===== config.mk =====
export PLATFORM = sky130hd
export DESIGN_NAME = prio_irq_ctrl
export DESIGN_NICKNAME = d
export VERILOG_FILES = /design/src/rtl/prio_irq_ctrl.sv
export SDC_FILE = /design/constraint.sdc
export NUM_CORES = 2
export LEC_CHECK = 0
export BUFFER_PORTS_ARGS = -buffer_cell sky130_fd_sc_hd__buf_2
export CORE_ASPECT_RATIO = 1.5
export CORE_MARGIN = 1
export CORE_UTILIZATION = 60
export CTS_CLUSTER_DIAMETER = 120
export CTS_CLUSTER_SIZE = 12
export DETAILED_ROUTE_END_ITERATION = 12
export PLACE_DENSITY = 0.74
export SETUP_SLACK_MARGIN = 0.15
export SKIP_LAST_GASP = 1
export SYNTH_ARGS = -nofsm -noshare
export SYNTH_HDL_FRONTEND = slang
export SYNTH_SLANG_ARGS = --single-unit

===== constraint.sdc =====
create_clock -name clk -period 40.3 [get_ports clk]
set_input_delay 6.045 -clock clk [delete_from_list [all_inputs] [get_ports clk]]
set_output_delay 6.045 -clock clk [all_outputs]
set_load 0.01 [all_outputs]

===== src/rtl/prio_irq_ctrl.sv =====
module prio_irq_ctrl #(
  parameter int NSRC  = 16,
  parameter int PW    = 4,
  parameter int HW    = 32,
  parameter int DEPTH = 16
) (
  input  logic            clk,
  input  logic            rst_n,
  input  logic [NSRC-1:0] irq_src,
  input  logic            bus_sel,
  input  logic            bus_wr,
  input  logic [5:0]      bus_addr,
  input  logic [31:0]     bus_wdata,
  output logic [31:0]     bus_rdata,
  output logic            irq_o
);
  localparam int IW  = (NSRC > 1) ? $clog2(NSRC) : 1;
  localparam int SPW = $clog2(DEPTH + 1);
  localparam logic [5:0] A_RAW = 6'h00, A_EN  = 6'h01, A_MSK = 6'h02, A_VEC = 6'h03,
                         A_EOI = 6'h04, A_DEF = 6'h05, A_RUN = 6'h06,
                         A_PRI = 6'h10, A_HND = 6'h20;

  logic [NSRC-1:0] en_q;
  logic [PW-1:0]   pri_q [NSRC];
  logic [HW-1:0]   hnd_q [NSRC];
  logic [HW-1:0]   def_q;
  logic [PW-1:0]   stk_q [DEPTH];
  logic [SPW-1:0]  sp;
  logic            irq_q;

  wire [NSRC-1:0] pend      = irq_src & en_q;
  wire            stk_empty = (sp == '0);

  logic          found;
  logic [IW-1:0] win;
  logic [PW-1:0] win_pri;

  always_comb begin
    found   = 1'b0;
    win     = '0;
    win_pri = '1;
    for (int i = 0; i < NSRC; i++)
      if (pend[i] && (!found || pri_q[i] < win_pri)) begin
        found   = 1'b1;
        win     = IW'(i);
        win_pri = pri_q[i];
      end
  end

  wire qual   = found && (stk_empty || win_pri < stk_q[0]);
  wire rd_vec = bus_sel && !bus_wr && bus_addr == A_VEC;
  wire wr_eoi = bus_sel && bus_wr && bus_addr == A_EOI;
  wire push   = rd_vec && qual && sp != SPW'(DEPTH);
  wire pop    = wr_eoi && !stk_empty;

  always_ff @(posedge clk or negedge rst_n) begin
    if (!rst_n) begin
      en_q  <= '0;
      def_q <= '0;
      for (int i = 0; i < NSRC; i++) begin
        pri_q[i] <= '0;
        hnd_q[i] <= '0;
      end
    end else if (bus_sel && bus_wr) begin
      if (bus_addr == A_EN)  en_q  <= bus_wdata[NSRC-1:0];
      if (bus_addr == A_DEF) def_q <= bus_wdata[HW-1:0];
      for (int i = 0; i < NSRC; i++) begin
        if (bus_addr == A_PRI + 6'(i)) pri_q[i] <= bus_wdata[PW-1:0];
        if (bus_addr == A_HND + 6'(i)) hnd_q[i] <= bus_wdata[HW-1:0];
      end
    end
  end

  always_ff @(posedge clk or negedge rst_n) begin
    if (!rst_n) begin
      sp <= '0;
      for (int i = 0; i < DEPTH; i++) stk_q[i] <= '0;
    end else if (push) begin
      stk_q[0] <= win_pri;
      for (int i = 1; i < DEPTH; i++) stk_q[i] <= stk_q[i-1];
      sp <= sp + 1'b1;
    end else if (pop) begin
      for (int i = 0; i < DEPTH - 1; i++) stk_q[i] <= stk_q[i+1];
      stk_q[DEPTH-1] <= '0;
      sp <= sp - 1'b1;
    end
  end

  always_ff @(posedge clk or negedge rst_n)
    if (!rst_n) irq_q <= 1'b0;
    else        irq_q <= qual;

  assign irq_o = irq_q;

  always_comb begin
    bus_rdata = '0;
    case (bus_addr)
      A_RAW: bus_rdata[NSRC-1:0] = irq_src;
      A_EN:  bus_rdata[NSRC-1:0] = en_q;
      A_MSK: bus_rdata[NSRC-1:0] = pend;
      A_VEC: bus_rdata[HW-1:0]   = qual ? hnd_q[win] : def_q;
      A_DEF: bus_rdata[HW-1:0]   = def_q;
      A_RUN: begin
        bus_rdata[PW-1:0]  = stk_empty ? '0 : stk_q[0];
        bus_rdata[7]       = !stk_empty;
        bus_rdata[8+:SPW]  = sp;
      end
      default: begin
        for (int i = 0; i < NSRC; i++) begin
          if (bus_addr == A_PRI + 6'(i)) bus_rdata[PW-1:0] = pri_q[i];
          if (bus_addr == A_HND + 6'(i)) bus_rdata[HW-1:0] = hnd_q[i];
        end
      end
    endcase
  end
endmodule


==> impl_metrics.json <==
{
  "avgViaCountPerCell": 7.51,
  "cts_htree_levels": 3,
  "std_cell_rows": 113,
  "sw_frac_of_total": 0.327,
  "crit_required_ns": 34.26,
  "cts_tree": "built",
  "internal_power_uw": 1220,
  "leakagePower_uw": 0.0191,
  "seqPwrFrac": 0.447,
  "period_share": 0.950,
  "wl_um": 139000,
  "synth_ff_type": "dfrtp_1",
  "drt-wirelength-per-cell_um": 32.3,
  "rrSetupSlack_ns": 12.95,
  "critPathKind": "input port to primary output",
  "synthesis.nets": 3585,
  "syn_inst": 3503,
  "max_cap_viol_count": 0,
  "synth_cell_type_count": 114,
  "arrival_ns": 32.25,
  "clk_pin_slew_ns": 0.06,
  "fill_cells": 4944,
  "rr_startpoint": "en_q[0]",
  "final_area_sq_um": 41700,
  "grt_start_max_net_pins": 176,
  "place.gp.congestion": 1.05,
  "reg2reg_to": "sp[4]",
  "instances_no_fill": 4295,
  "grt_pass1_vias": 32400,
  "multi_input_area_sq_um": 20300,
  "yosysWarnings": 0,
  "initial_utilization": 0.609,
  "dp.cells": 4211,
  "clock.fmax_mhz": 26.1,
  "hold_buffers": 0,
  "finalHoldViolCount": 0,
  "p_clk_frac": 0.316,
  "pre_cts_slack_ns": 1.52,
  "cts_made_buffers": 67,
  "crit_slowest_cell": "nand2b_2",
  "power_frac_comb": 0.238,
  "async_flop_share": 1.00,
  "min_period_ns": 38.29,
  "holdPathStages": 2,
  "core_area_sq_um": 63500,
  "regArea_sq_um": 17400,
  "worstMarginPinSlew_ns": 1.40,
  "die_h_um": 313,
  "power.switching_uw": 592,
  "grt_usage": 0.425,
  "avgSynthCellArea_sq_um": 11.0,
  "fin_nets": 3557,
  "io_buffers": 90,
  "drv_slew": 0,
  "hold_end": "stk_q[4]",
  "crit_path_start_kind": "input port",
  "ir_worst_vdd_uv": 34.7,
  "cts_root_buffer": "clkbuf_16",
  "drive_gt1_frac": 0.292,
  "cts.sinks": 694,
  "synth_edf_count": 0,
  "cp_slowest_stage_delay_ns": 0.81,
  "die_area_sq_um": 65500,
  "grt.overflow.total": 0,
  "clk_latency_ns": 0.65,
  "setup_ws_ns": 2.01,
  "setup_viol": 0,
  "rsz0062_at_grt": "false",
  "antenna_left": 0,
  "worst_clock_skew_ns": 0.0276,
  "antenna_found_initial": 12,
  "hold_start": "stk_q[0]",
  "syn_area_sq_um": 38700,
  "cp_common_cell": "ha_1",
  "relSlewSlack": 0.0600,
  "outcome": "completed",
  "synth_seq_cells": 694,
  "placed_cell_area_sq_um": 39900,
  "first_iter_violations": 3748,
  "cp-end-kind": "primary output",
  "yosysSeqAreaShare": 0.449,
  "dp_hpwl_um": 87700,
  "fp.dieW_um": 209,
  "cp_max_fo": 19,
  "grt_first_pass_wirelength_um": 206000,
  "final_common_cell": "dfrtp_1",
  "remaining_drc_errors": 0,
  "fin_tns_setup_ns": 0,
  "io-pin-count": 91,
  "final_cell_mix": "dfrtp_1 (694), mux2_2 (647), nand2_1 (329)",
  "first_pass_iters": 9,
  "r2r_cells": 126,
  "area_delta_synth_final_pct": 7.85,
  "cts_buffer_depth": 3,
  "vias": 32200,
  "power_density_nw_per_um2": 43.4,
  "hp-class": "flop to flop"
}
critical path: cells and delay by family:
family | cells | cell delay, ns
multiplexers | 7 | 1.89
buffers and inverters | 14 | 1.69
AO/OA/AOI/OAI | 44 | 10.82
AND/OR/NAND/NOR | 38 | 7.62
adder cells (fa/ha/maj) | 15 | 4.13
power groups by stage:
stage | combinational, uW | sequential (uW) | clock (uW)
after global routing | 452 | 814 | 600
final | 430 | 809 | 571
after floorplan | 292 | 794 | 0
after CTS | 417 | 806 | 575
after global placement | 409 | 814 | 0
after detailed placement | 414 | 818 | 0
kinds of logic (layout without fill, tap and decap cells):
family	count (synthesis)	count (layout)	synth area share
xor+xnor	15	15	0.00359
other cells	0	9	0
compound gates	848	848	0.166
fa+ha+maj	30	30	0.00954
buf+inv	305	283	0.0326
mux	821	821	0.245
flops	694	694	0.449
simple gates	790	790	0.0952
synthesized netlist by cell type (all sizes together) (51+ instances only):
cell | number | share of area
clkbuf | 151 | 0.015
a22oi | 199 | 0.039
buf | 103 | 0.013
nor3 | 53 | 0.0071
a211oi | 53 | 0.011
nor2 | 162 | 0.016
a21oi | 89 | 0.012
dfrtp | 694 | 0.45
o21ai | 109 | 0.015
mux2 | 649 | 0.19
inv | 51 | 0.0049
nand2 | 341 | 0.033
a221oi | 69 | 0.017
mux2i | 138 | 0.036
nand3 | 67 | 0.0088
per-stage QoR:
step / hold slack [ns] / power, uW / utilization
floorplan: 0.463 / 1090 / -
global placement: 0.475 / 1220 / 0.628
detailed placement: 0.491 / 1230 / 0.628
CTS: 0.506 / 1800 / 0.656
global route: 0.523 / 1870 / 0.657
finish: 0.502 / 1810 / 0.657
layer usage:
| layer | global-route usage | routed length, um | up-vias |
|---|---|---|---|
| li1 | - | - | 13300 |
| met1 | 0.488 | 46900 | 16000 |
| met2 | 0.671 | 63900 | 2166 |
| met3 | 0.113 | 15000 | 757 |
| met4 | 0.341 | 12900 | 10 |
| met5 | 0 | 57 | - |
worst max path at each step:
stage | endpoint | cells after the start | startpoint | slack [ns]
2_1_floorplan | bus_rdata[13] | 128 | irq_src[0] | 6.13
3_3_place_gp | bus_rdata[3] | 123 | irq_src[0] | 2.09
3_5_place_dp | bus_rdata[3] | 125 | irq_src[0] | 1.52
4_1_cts | bus_rdata[3] | 124 | irq_src[0] | 1.43
5_1_grt | bus_rdata[16] | 126 | irq_src[0] | 0.10
6_report | bus_rdata[0] | 118 | irq_src[0] | 2.01
repair_timing:
action / in CTS / in global routing
setup endpoints to repair: 0 / 32
setup buffers: 0 / 0
gates resized for setup: 0 / 11
registers in the layout, indices dropped and copies added, names as in the netlist:
name	cells
def_q	32
stk_q	64
pri_q	64
hnd_q	512
irq_o	1
sp	5
en_q	16
area by class of cell:
| type | count | area share |
|---|---|---|
| Inverter | 51 | 0.00462 |
| Clock buffer | 70 | 0.0417 |
| Timing Repair Buffer | 157 | 0.0243 |
| Clock inverter | 5 | 0.00141 |
| Multi-Input combinational cell | 2504 | 0.487 |
| Antenna cell | 9 | 0.000540 |
| Sequential cell | 694 | 0.416 |
| Tap cell | 805 | 0.0241 |
(Power assumes the default switching activity.)
